File: src/rtl/acc_muldiv_pkg.sv
package acc_muldiv_pkg;

    typedef enum logic {
        OP_MUL = 1'b0,
        OP_DIV = 1'b1
    } op_e;

    typedef enum logic {
        S_IDLE = 1'b0,
        S_RUN  = 1'b1
    } ctl_state_e;

endpackage

File: src/rtl/acc_muldiv_mul.sv
module acc_muldiv_mul #(
    parameter int DATA_W    = 8,
    parameter bit USE_ARRAY = 1'b1,
    localparam int PROD_W   = 2 * DATA_W
) (
    input  logic [DATA_W-1:0] lhs_i,
    input  logic [DATA_W-1:0] rhs_i,
    output logic [PROD_W-1:0] prod_o
);

    generate
        if (USE_ARRAY) begin : g_array
            // shift-and-add partial product array
            logic [PROD_W-1:0] pp [DATA_W];
            for (genvar i = 0; i < DATA_W; i++) begin : g_pp
                assign pp[i] = rhs_i[i] ? ({{DATA_W{1'b0}}, lhs_i} << i) : '0;
            end
            always_comb begin
                prod_o = '0;
                for (int k = 0; k < DATA_W; k++) begin
                    prod_o = prod_o + pp[k];
                end
            end
        end else begin : g_operator
            assign prod_o = PROD_W'(lhs_i) * PROD_W'(rhs_i);
        end
    endgenerate

endmodule

File: src/rtl/acc_muldiv_div.sv
module acc_muldiv_div #(
    parameter int DATA_W  = 8,
    localparam int WIDE_W = 2 * DATA_W
) (
    input  logic              clk,
    input  logic              rst_n,
    input  logic              load_i,
    input  logic              step_i,
    input  logic [WIDE_W-1:0] dividend_i,
    input  logic [DATA_W-1:0] divisor_i,
    output logic [DATA_W-1:0] quot_nxt_o,
    output logic [DATA_W-1:0] rem_nxt_o
);

    logic [DATA_W-1:0] divisor_q;
    logic [DATA_W-1:0] rem_q;
    logic [WIDE_W-1:0] quo_q;

    logic [DATA_W:0]   shifted;
    logic [DATA_W:0]   diff;
    logic              fits;
    logic [DATA_W-1:0] rem_nxt;
    logic [WIDE_W-1:0] quo_nxt;

    // one restoring step: bring in next dividend bit, trial subtract
    always_comb begin
        shifted = {rem_q, quo_q[WIDE_W-1]};
        diff    = shifted - {1'b0, divisor_q};
        fits    = (shifted >= {1'b0, divisor_q});
        rem_nxt = fits ? diff[DATA_W-1:0] : shifted[DATA_W-1:0];
        quo_nxt = {quo_q[WIDE_W-2:0], fits};
    end

    always_ff @(posedge clk or negedge rst_n) begin
        if (!rst_n) begin
            divisor_q <= '0;
            rem_q     <= '0;
            quo_q     <= '0;
        end else if (load_i) begin
            divisor_q <= divisor_i;
            rem_q     <= '0;
            quo_q     <= dividend_i;
        end else if (step_i) begin
            rem_q     <= rem_nxt;
            quo_q     <= quo_nxt;
        end
    end

    assign quot_nxt_o = quo_nxt[DATA_W-1:0];
    assign rem_nxt_o  = rem_nxt;


    divisor_hold_chk: assert property (@(posedge clk) disable iff (!rst_n)
        step_i |=> $stable(divisor_q));


    rem_bound_chk: assert property (@(posedge clk) disable iff (!rst_n)
        (step_i && divisor_q != '0) |-> (rem_q < divisor_q));

endmodule

File: src/rtl/acc_muldiv_ctrl.sv
module acc_muldiv_ctrl
    import acc_muldiv_pkg::*;
#(
    parameter int STEPS  = 16,
    localparam int CNT_W = (STEPS > 1) ? $clog2(STEPS) : 1,
    localparam logic [CNT_W-1:0] LAST = CNT_W'(STEPS - 1)
) (
    input  logic clk,
    input  logic rst_n,
    input  logic start_i,
    input  logic op_div_i,
    output logic busy_o,
    output logic mul_wr_o,
    output logic div_load_o,
    output logic div_step_o,
    output logic div_last_o
);

    ctl_state_e       state_q, state_d;
    logic [CNT_W-1:0] cnt_q;
    logic             accept;

    // state register
    always_ff @(posedge clk or negedge rst_n) begin
        if (!rst_n) begin
            state_q <= S_IDLE;
        end else begin
            state_q <= state_d;
        end
    end

    // next-state
    always_comb begin
        state_d = state_q;
        unique case (state_q)
            S_IDLE: if (start_i && op_e'(op_div_i) == OP_DIV) state_d = S_RUN;
            S_RUN:  if (cnt_q == LAST) state_d = S_IDLE;
            default: state_d = S_IDLE;
        endcase
    end

    // step counter
    always_ff @(posedge clk or negedge rst_n) begin
        if (!rst_n) begin
            cnt_q <= '0;
        end else if (div_load_o) begin
            cnt_q <= '0;
        end else if (div_step_o) begin
            cnt_q <= cnt_q + 1'b1;
        end
    end

    // outputs
    always_comb begin
        accept     = 1'b0;
        busy_o     = 1'b0;
        mul_wr_o   = 1'b0;
        div_load_o = 1'b0;
        div_step_o = 1'b0;
        div_last_o = 1'b0;
        unique case (state_q)
            S_IDLE: begin
                accept     = start_i;
                mul_wr_o   = accept && op_e'(op_div_i) == OP_MUL;
                div_load_o = accept && op_e'(op_div_i) == OP_DIV;
            end
            S_RUN: begin
                busy_o     = 1'b1;
                div_step_o = 1'b1;
                div_last_o = (cnt_q == LAST);
            end
            default: ;
        endcase
    end


    run_continue_chk: assert property (@(posedge clk) disable iff (!rst_n)
        (div_step_o && !div_last_o) |=> busy_o);


    run_end_chk: assert property (@(posedge clk) disable iff (!rst_n)
        div_last_o |=> !busy_o);


    load_enters_run_chk: assert property (@(posedge clk) disable iff (!rst_n)
        div_load_o |=> (busy_o && cnt_q == '0));


    busy_no_accept_chk: assert property (@(posedge clk) disable iff (!rst_n)
        (busy_o && start_i) |=> (busy_o || $past(div_last_o)));

endmodule

File: src/rtl/acc_muldiv.sv
module acc_muldiv #(
    parameter int DATA_W    = 8,
    parameter bit MUL_ARRAY = 1'b1
) (
    input  logic                  clk,
    input  logic                  rst_n,
    input  logic                  start_i,
    input  logic                  op_div_i,
    input  logic [2*DATA_W-1:0]   a_i,
    input  logic [2*DATA_W-1:0]   t_i,
    output logic                  busy_o,
    output logic                  done_o,
    output logic [2*DATA_W-1:0]   a_o,
    output logic [2*DATA_W-1:0]   t_o
);

    localparam int WIDE_W = 2 * DATA_W;
    localparam int STEPS  = WIDE_W;

    logic              mul_wr;
    logic              div_load;
    logic              div_step;
    logic              div_last;
    logic [WIDE_W-1:0] product;
    logic [DATA_W-1:0] quot_nxt;
    logic [DATA_W-1:0] rem_nxt;
    logic [WIDE_W-1:0] a_q, t_q;
    logic              done_q;
    logic              unused_a_hi;

    assign unused_a_hi = ^a_i[WIDE_W-1:DATA_W];

    acc_muldiv_ctrl #(.STEPS(STEPS)) u_ctrl (
        .clk        (clk),
        .rst_n      (rst_n),
        .start_i    (start_i),
        .op_div_i   (op_div_i),
        .busy_o     (busy_o),
        .mul_wr_o   (mul_wr),
        .div_load_o (div_load),
        .div_step_o (div_step),
        .div_last_o (div_last)
    );

    acc_muldiv_mul #(.DATA_W(DATA_W), .USE_ARRAY(MUL_ARRAY)) u_mul (
        .lhs_i  (a_i[DATA_W-1:0]),
        .rhs_i  (t_i[DATA_W-1:0]),
        .prod_o (product)
    );

    acc_muldiv_div #(.DATA_W(DATA_W)) u_div (
        .clk        (clk),
        .rst_n      (rst_n),
        .load_i     (div_load),
        .step_i     (div_step),
        .dividend_i (t_i),
        .divisor_i  (a_i[DATA_W-1:0]),
        .quot_nxt_o (quot_nxt),
        .rem_nxt_o  (rem_nxt)
    );

    // register write-back
    always_ff @(posedge clk or negedge rst_n) begin
        if (!rst_n) begin
            a_q    <= '0;
            t_q    <= '0;
            done_q <= 1'b0;
        end else begin
            done_q <= mul_wr || div_last;
            if (mul_wr) begin
                a_q <= product;
                t_q <= t_i;
            end else if (div_last) begin
                a_q <= {{DATA_W{1'b0}}, quot_nxt};
                t_q <= {{DATA_W{1'b0}}, rem_nxt};
            end
        end
    end

    assign a_o    = a_q;
    assign t_o    = t_q;
    assign done_o = done_q;


    done_source_chk: assert property (@(posedge clk) disable iff (!rst_n)
        done_o |-> $past(mul_wr || div_last));


    div_upper_clear_chk: assert property (@(posedge clk) disable iff (!rst_n)
        (done_o && $past(div_last)) |-> (a_o[WIDE_W-1:DATA_W] == '0 && t_o[WIDE_W-1:DATA_W] == '0));


    mul_t_keep_chk: assert property (@(posedge clk) disable iff (!rst_n)
        (done_o && $past(mul_wr)) |-> (t_o == $past(t_i)));


    mul_no_busy_chk: assert property (@(posedge clk) disable iff (!rst_n)
        mul_wr |=> (done_o && !busy_o));


    hold_chk: assert property (@(posedge clk) disable iff (!rst_n)
        !(mul_wr || div_last) |=> ($stable(a_o) && $stable(t_o)));

endmodule

File: config.mk
export PLATFORM = sky130hd
export DESIGN_NAME = acc_muldiv
export DESIGN_NICKNAME = d
export VERILOG_FILES = /design/src/rtl/acc_muldiv_pkg.sv /design/src/rtl/acc_muldiv_mul.sv /design/src/rtl/acc_muldiv_div.sv /design/src/rtl/acc_muldiv_ctrl.sv /design/src/rtl/acc_muldiv.sv
export SDC_FILE = /design/constraint.sdc
export NUM_CORES = 1
export LEC_CHECK = 0
export BUFFER_PORTS_ARGS = -buffer_cell sky130_fd_sc_hd__buf_2
export CORE_MARGIN = 3
export CORE_UTILIZATION = 50
export CTS_BUF_LIST = sky130_fd_sc_hd__clkbuf_4
export DETAILED_ROUTE_END_ITERATION = 6
export GPL_TIMING_DRIVEN = 0
export MAX_ROUTING_LAYER = met4
export PLACE_DENSITY = 0.79
export SLEW_MARGIN = 10
export SYNTH_ARGS = -nofsm -noshare
export SYNTH_HDL_FRONTEND = slang
export SYNTH_SLANG_ARGS = --single-unit
File: constraint.sdc
create_clock -name clk -period 2 [get_ports clk]
set_input_delay 0.3 -clock clk [delete_from_list [all_inputs] [get_ports clk]]
set_output_delay 0.3 -clock clk [all_outputs]
set_load 0.03 [all_outputs]
* Yosys cells after proc, flatten, opt, wreduce, memory -nomap -nowiden
Index checks and enable logic that the tools add are counted.
** Storage, ports and cells
- Register bits after elaboration :: 70
- Bits of input ports :: 36
- Output and inout port bits :: 34
- Logic and storage cells :: 52
** Operators by class
- $add $sub $neg :: 9
- Order comparisons :: 1
- Equality and inequality tests :: 1
- Multiplexer cells :: 26
- Bitwise logic cells :: 2
- Reduce and logical (&&, ||, !) cells :: 5
** Operators by type and width (number)
- $mux 16 :: 6
- $add 16x16->16 :: 3
- $mux 8 :: 4
- $add 16x12->16 :: 1
- $add 16x13->16 :: 1
- $add 16x14->16 :: 1
- $add 16x15->16 :: 1
- $mux 15 :: 1
- $mux 14 :: 1
- $mux 13 :: 1
- $mux 12 :: 1
- $mux 11 :: 1
- $mux 10 :: 1
- $ge 9x8->1 :: 1
- $mux 9 :: 1
- $mux 4 :: 2
- $sub 8x8->8 :: 1
- $mux 1 :: 6
- $add 4x1->4 const B :: 1
- $eq 4x4->1 const B :: 1
- $reduce_bool 2->1 :: 2
- $logic_and 1x1->1 :: 2
- $not 1->1 :: 2
- $pmux 1 s2 :: 1
- $logic_or 1x1->1 :: 1

* Depth between registers and ports, before layout
- Depth in word-level cells :: 9
- Gate-level depth with buffers :: 16
- Mapped depth without buffers :: 15

* Hierarchy
Synthesis repeated with hierarchy kept, for this count alone.
** Second synthesis, totals
- Cell total of the unflattened synthesis :: 565
- Area total of the unflattened synthesis :: 5620.4 um2
** Modules (own cells, without submodules)
- acc_muldiv_div :: instances 1, cells an instance 221, area each 2037.0 um2, seq. area each 800.8 um2
- acc_muldiv_mul :: instances 1, cells an instance 209, area each 1936.9 um2, seq. area each 0.0 um2
- acc_muldiv :: instances 1, cells an instance 107, area each 1363.8 um2, seq. area each 825.8 um2
- acc_muldiv_ctrl :: instances 1, cells an instance 28, area each 282.8 um2, seq. area each 125.1 um2

* Worst setup path before layout
Ideal clock, no wire load.
- Path kind :: input to register
- From :: in t_i[6]
- To :: reg a_q[14], in the netlist a_o[14]
- Setup time :: 0.122 ns
- Data arrival time :: 3.918 ns
- Required time :: 1.878 ns
- Setup slack :: -2.039 ns
- Stages :: 14
- Buffers on the path :: 1
- Path through :: clkbuf_1 -> and2_1 -> fa_1 -> fa_1 -> fa_1 -> inv_1 -> fa_1 -> inv_1 -> ha_1 -> nand2_1 -> o211ai_1 -> nand3_1 -> a21o_1 -> a32o_1
** Between the ends
- Word-level cells in the longest chain between the ends :: 4
** Ends and longest elaborated chain
- from (decl) :: line acc_muldiv.sv:10 : input logic [2*DATA_W-1:0] t_i,
- $mux 14 :: line acc_muldiv_mul.sv:16 : assign pp[i] = rhs_i[i] ? ({{DATA_W{1'b0}}, lhs_i} << i) : '0;
- $add 16x14->16 :: line acc_muldiv_mul.sv:21 : prod_o = prod_o + pp[k];
- $add 16x15->16 :: line acc_muldiv_mul.sv:21
- $mux 16 :: line acc_muldiv.sv:70 : if (mul_wr) begin
- to (signal assigned) :: line acc_muldiv.sv:71 : a_q <= product;
- to (signal assigned) :: line acc_muldiv.sv:74 : a_q <= {{DATA_W{1'b0}}, quot_nxt};
- to (decl) :: line acc_muldiv.sv:27 : logic [WIDE_W-1:0] a_q, t_q;
Every way passes these cells.
A chain may end at the register's enable or synchronous reset.

* Final worst setup path
- From :: in t_i[7]
- To :: reg a_q[12], in the netlist a_o[12]
** Between the ends
- Word-level cells in the longest chain between the ends :: 3
** Ends and longest elaborated chain (line)
- $mux 15 :: acc_muldiv_mul.sv:16
- $add 16x15->16 :: acc_muldiv_mul.sv:21
- $mux 16 :: acc_muldiv.sv:70
Every way passes these cells.

==> results.md <==
* Post-synth top flop: dfrtp_1
* Total power draw at 11,600 uW
* Area Growth Syn to Fin at 29.4%
* Worst clock skew at 0.0142 ns
* Initial antenna violation count at 0
* Mapped Area at 0.00533 mm2
* DR vias at 4,556
* Crit path launch: t_i[7]
* RSZ-0062 raised after global routing: yes
* Worst Hold Class: in2reg
* Worst setup path class: in2reg
* Most frequent cell after synthesis: dfrtp_1
* DR DRC count at 0
* Slew HR at 0.651
* Core Area at 0.0103 mm2
* Clock period minus worst slack at 3.60 ns
* Layout Cell Area excl Fill at 0.00690 mm2
* Num CTS Buffers at 9
* Vias in the first global route at 4,764
* First-pass GRT wire length at 23,700 um
* Final setup fails at 28
* Layout cells sized above 1 at 0.354
* Distinct cells, synth at 60
* Arr. time, crit path at 3.91 ns
* P per Cell Area at 1680 mW/mm2
* GPL Wtd Cong at 0.869
* Seq/Total Area, Yosys at 0.329
* Failing checks: negative setup slack
* Fmax at 278 MHz
* Asr flop ratio synth at 1.00
* Min Hold Slack at 0.108 ns
* Setup tns final at -15.23 ns
* Drt pass-1 iters at 6
* Drt total wl at 15,000 um
* Pre-CTS setup slack at -2.11 ns
* Critical register-to-register path startpoint: u_div.divisor_q[6]
* Worst-case clock buffer depth at 2
* Pin count of the biggest net entering global routing at 54
* EDFF count, synth at 0
* Vias per cell at 5.82
* Worst slew pin tran at 0.516 ns
* Syn Area/Cell at 9.91 um2
* Total of max-cap violations at 0
* Commonest cells post-synth: dfrtp_1, nand2_1, inv_1
* Final Hold Vio Count at 0
* DP Area at 0.00593 mm2
* Tot GR Track Use at 0.265
* CP required at 2.31 ns
* Highest net fanout along the worst path at 10
* Synth top area share at 0.329
* Number of diodes at 0
* Fin nets at 757
* Syn_nets at 653
* DP HPWL at 10,000 um
* Kind of end point of the critical path: flop
* Synth Register Bits at 70
* Iteration-0 DRC Markers at 391
* Top cells by area, synth: dfrtp_1, fa_1, ha_1
* TritonCTS clock tree: built
* H-Tree Depth at 3
* Fin crit share at 1.80
* Gate Count Post-Synth at 538
* Wirelength per Cell at 19.2 um
* Most area-hungry cell type in the Yosys netlist: dfrtp_1
* YS warnings at 0
* I/O Buffers at 52
* Chip width at 109 um
* PnR worst setup slack at -1.60 ns
* Leak Pwr at 0.00334 uW
* Final-report max-slew violation count at 0
* Slowest-stage cell, CP: fa_1
* CP Cell Sequence: clkbuf_16 -> and2_4 -> fa_1 -> inv_1 -> fa_1 -> inv_2 -> fa_1 -> inv_1 -> fa_1 -> inv_2 -> ha_4 -> nor2_1 -> o211ai_1 -> buf_4 -> a31oi_2 -> xor2_1 -> o21ai_1
* Hold_sp: t_i[11]
* CTS sink count at 70
* Crit-path max cell delay at 0.53 ns
* Die Y at 109 um
* Io pins at 70
* Initial Utilization at 0.516
* Clock root cell: clkbuf_4
* CP Launch Type: input pin
* Final ANT Viol Nets at 0
* Die ar. at 0.0119 mm2
* Worst vdd ir at 1.01 mV
* Clock Latency Late Sink at 0.43 ns
* Status: finished with violations
* CTS clk-pin slew, worst paths at 0.12 ns
* Total gr overflow at 0
* Top cell by count, worst path: fa_1
* Row cnt at 37
* # fillers at 758
==> power by group <==
group | leakage, uW | switching [uW] | internal [uW]
registers | 0.000847 | 491 | 2110
logic | 0.00243 | 4420 | 3610
clock network | 0.0000681 | 538 | 391
==> critical path, delay by kind of cell <==
kind            cells  cell delay [ns]
compound gates      3             0.42
fa+ha+maj           5             2.17
xor+xnor            1             0.21
buf+inv             6             0.52
simple gates        2             0.27
==> flip-flops by register name, summed over array words and instances, names as in the netlist <==
register         cells
u_ctrl.cnt_q         4
u_div.divisor_q      8
u_div.rem_q          8
a_o                 16
u_div.quo_q         16
t_o                 16
done_o               1
u_ctrl.state_q       1
==> layout make-up <==
cell class / instances / area (um2) / area share
Multi-Input combinational cell: 392 / 3680 / 0.534
Inverter: 52 / 195 / 0.0283
Clock inverter: 6 / 61.3 / 0.00889
Tap cell: 136 / 170 / 0.0247
Sequential cell: 70 / 1750 / 0.254
Timing Repair Buffer: 93 / 697 / 0.101
Clock buffer: 10 / 75.1 / 0.0109
Buffer: 24 / 264 / 0.0383
==> per-stage QoR <==
step,utilization,cells
after floorplan,-,538
after global placement,0.571,726
after detailed placement,0.574,727
after CTS,0.639,768
after global routing,0.668,783
final,0.668,783
==> worst paths after layout <==
kind                       slack (ns)  cells past startpoint              end
max                             -1.60                     17          a_o[12]
min                              0.11                      2          t_o[11]
max reg2reg                     -0.10                      9   u_div.rem_q[2]
min reg2reg                      0.50                      2  u_div.quo_q[13]
max in group asynchronous        1.18                      3           t_o[5]
min in group asynchronous        0.27                      2           t_o[4]
==> repair_timing <==
action,CTS,global route
resized for setup,78,57
hold endpoints to repair,17,0
setup buffers,24,16
setup endpoints to repair,30,38
hold buffers,1,0
pin swaps,48,21
==> cell usage in the layout (no fill, tap or decap), types with 5 or more instances in the layout <==
cell	instances
dfrtp_1	69
nand2_1	53
buf_2	48
inv_1	42
fa_1	34
buf_4	32
o21ai_0	26
and2_1	25
ha_1	23
nor2_1	22
and2_4	21
mux2i_1	18
o21ai_1	16
buf_6	13
ha_4	12
clkbuf_4	11
a22o_1	10
inv_2	9
nand3_1	9
xor2_1	8
mux2_2	8
clkbuf_1	7
o22ai_1	7
a22oi_1	7
a21oi_2	6
a21o_1	6
o21ai_2	6
clkbuf_16	5
a21oi_1	5
fa_2	5
ha_2	5
==> cell families (layout without fill, tap and decap cells) <==
kind of cell	Yosys count	after routing	synth area share
mux	30	30	0.0592
buf+inv	76	185	0.0613
xor+xnor	10	10	0.0164
compound gates	118	118	0.149
simple gates	155	155	0.145
flops	70	70	0.329
fa+ha+maj	79	79	0.240
==> metal layers <==
layer	vias up	global-route usage	wire length (um)
li1	2036	-	-
met1	2280	0.327	6130
met2	191	0.429	7520
met3	49	0.0509	822
met4	0	0.112	556
met5	-	-	0
No activity file was read; power rests on OpenSTA's default activity.
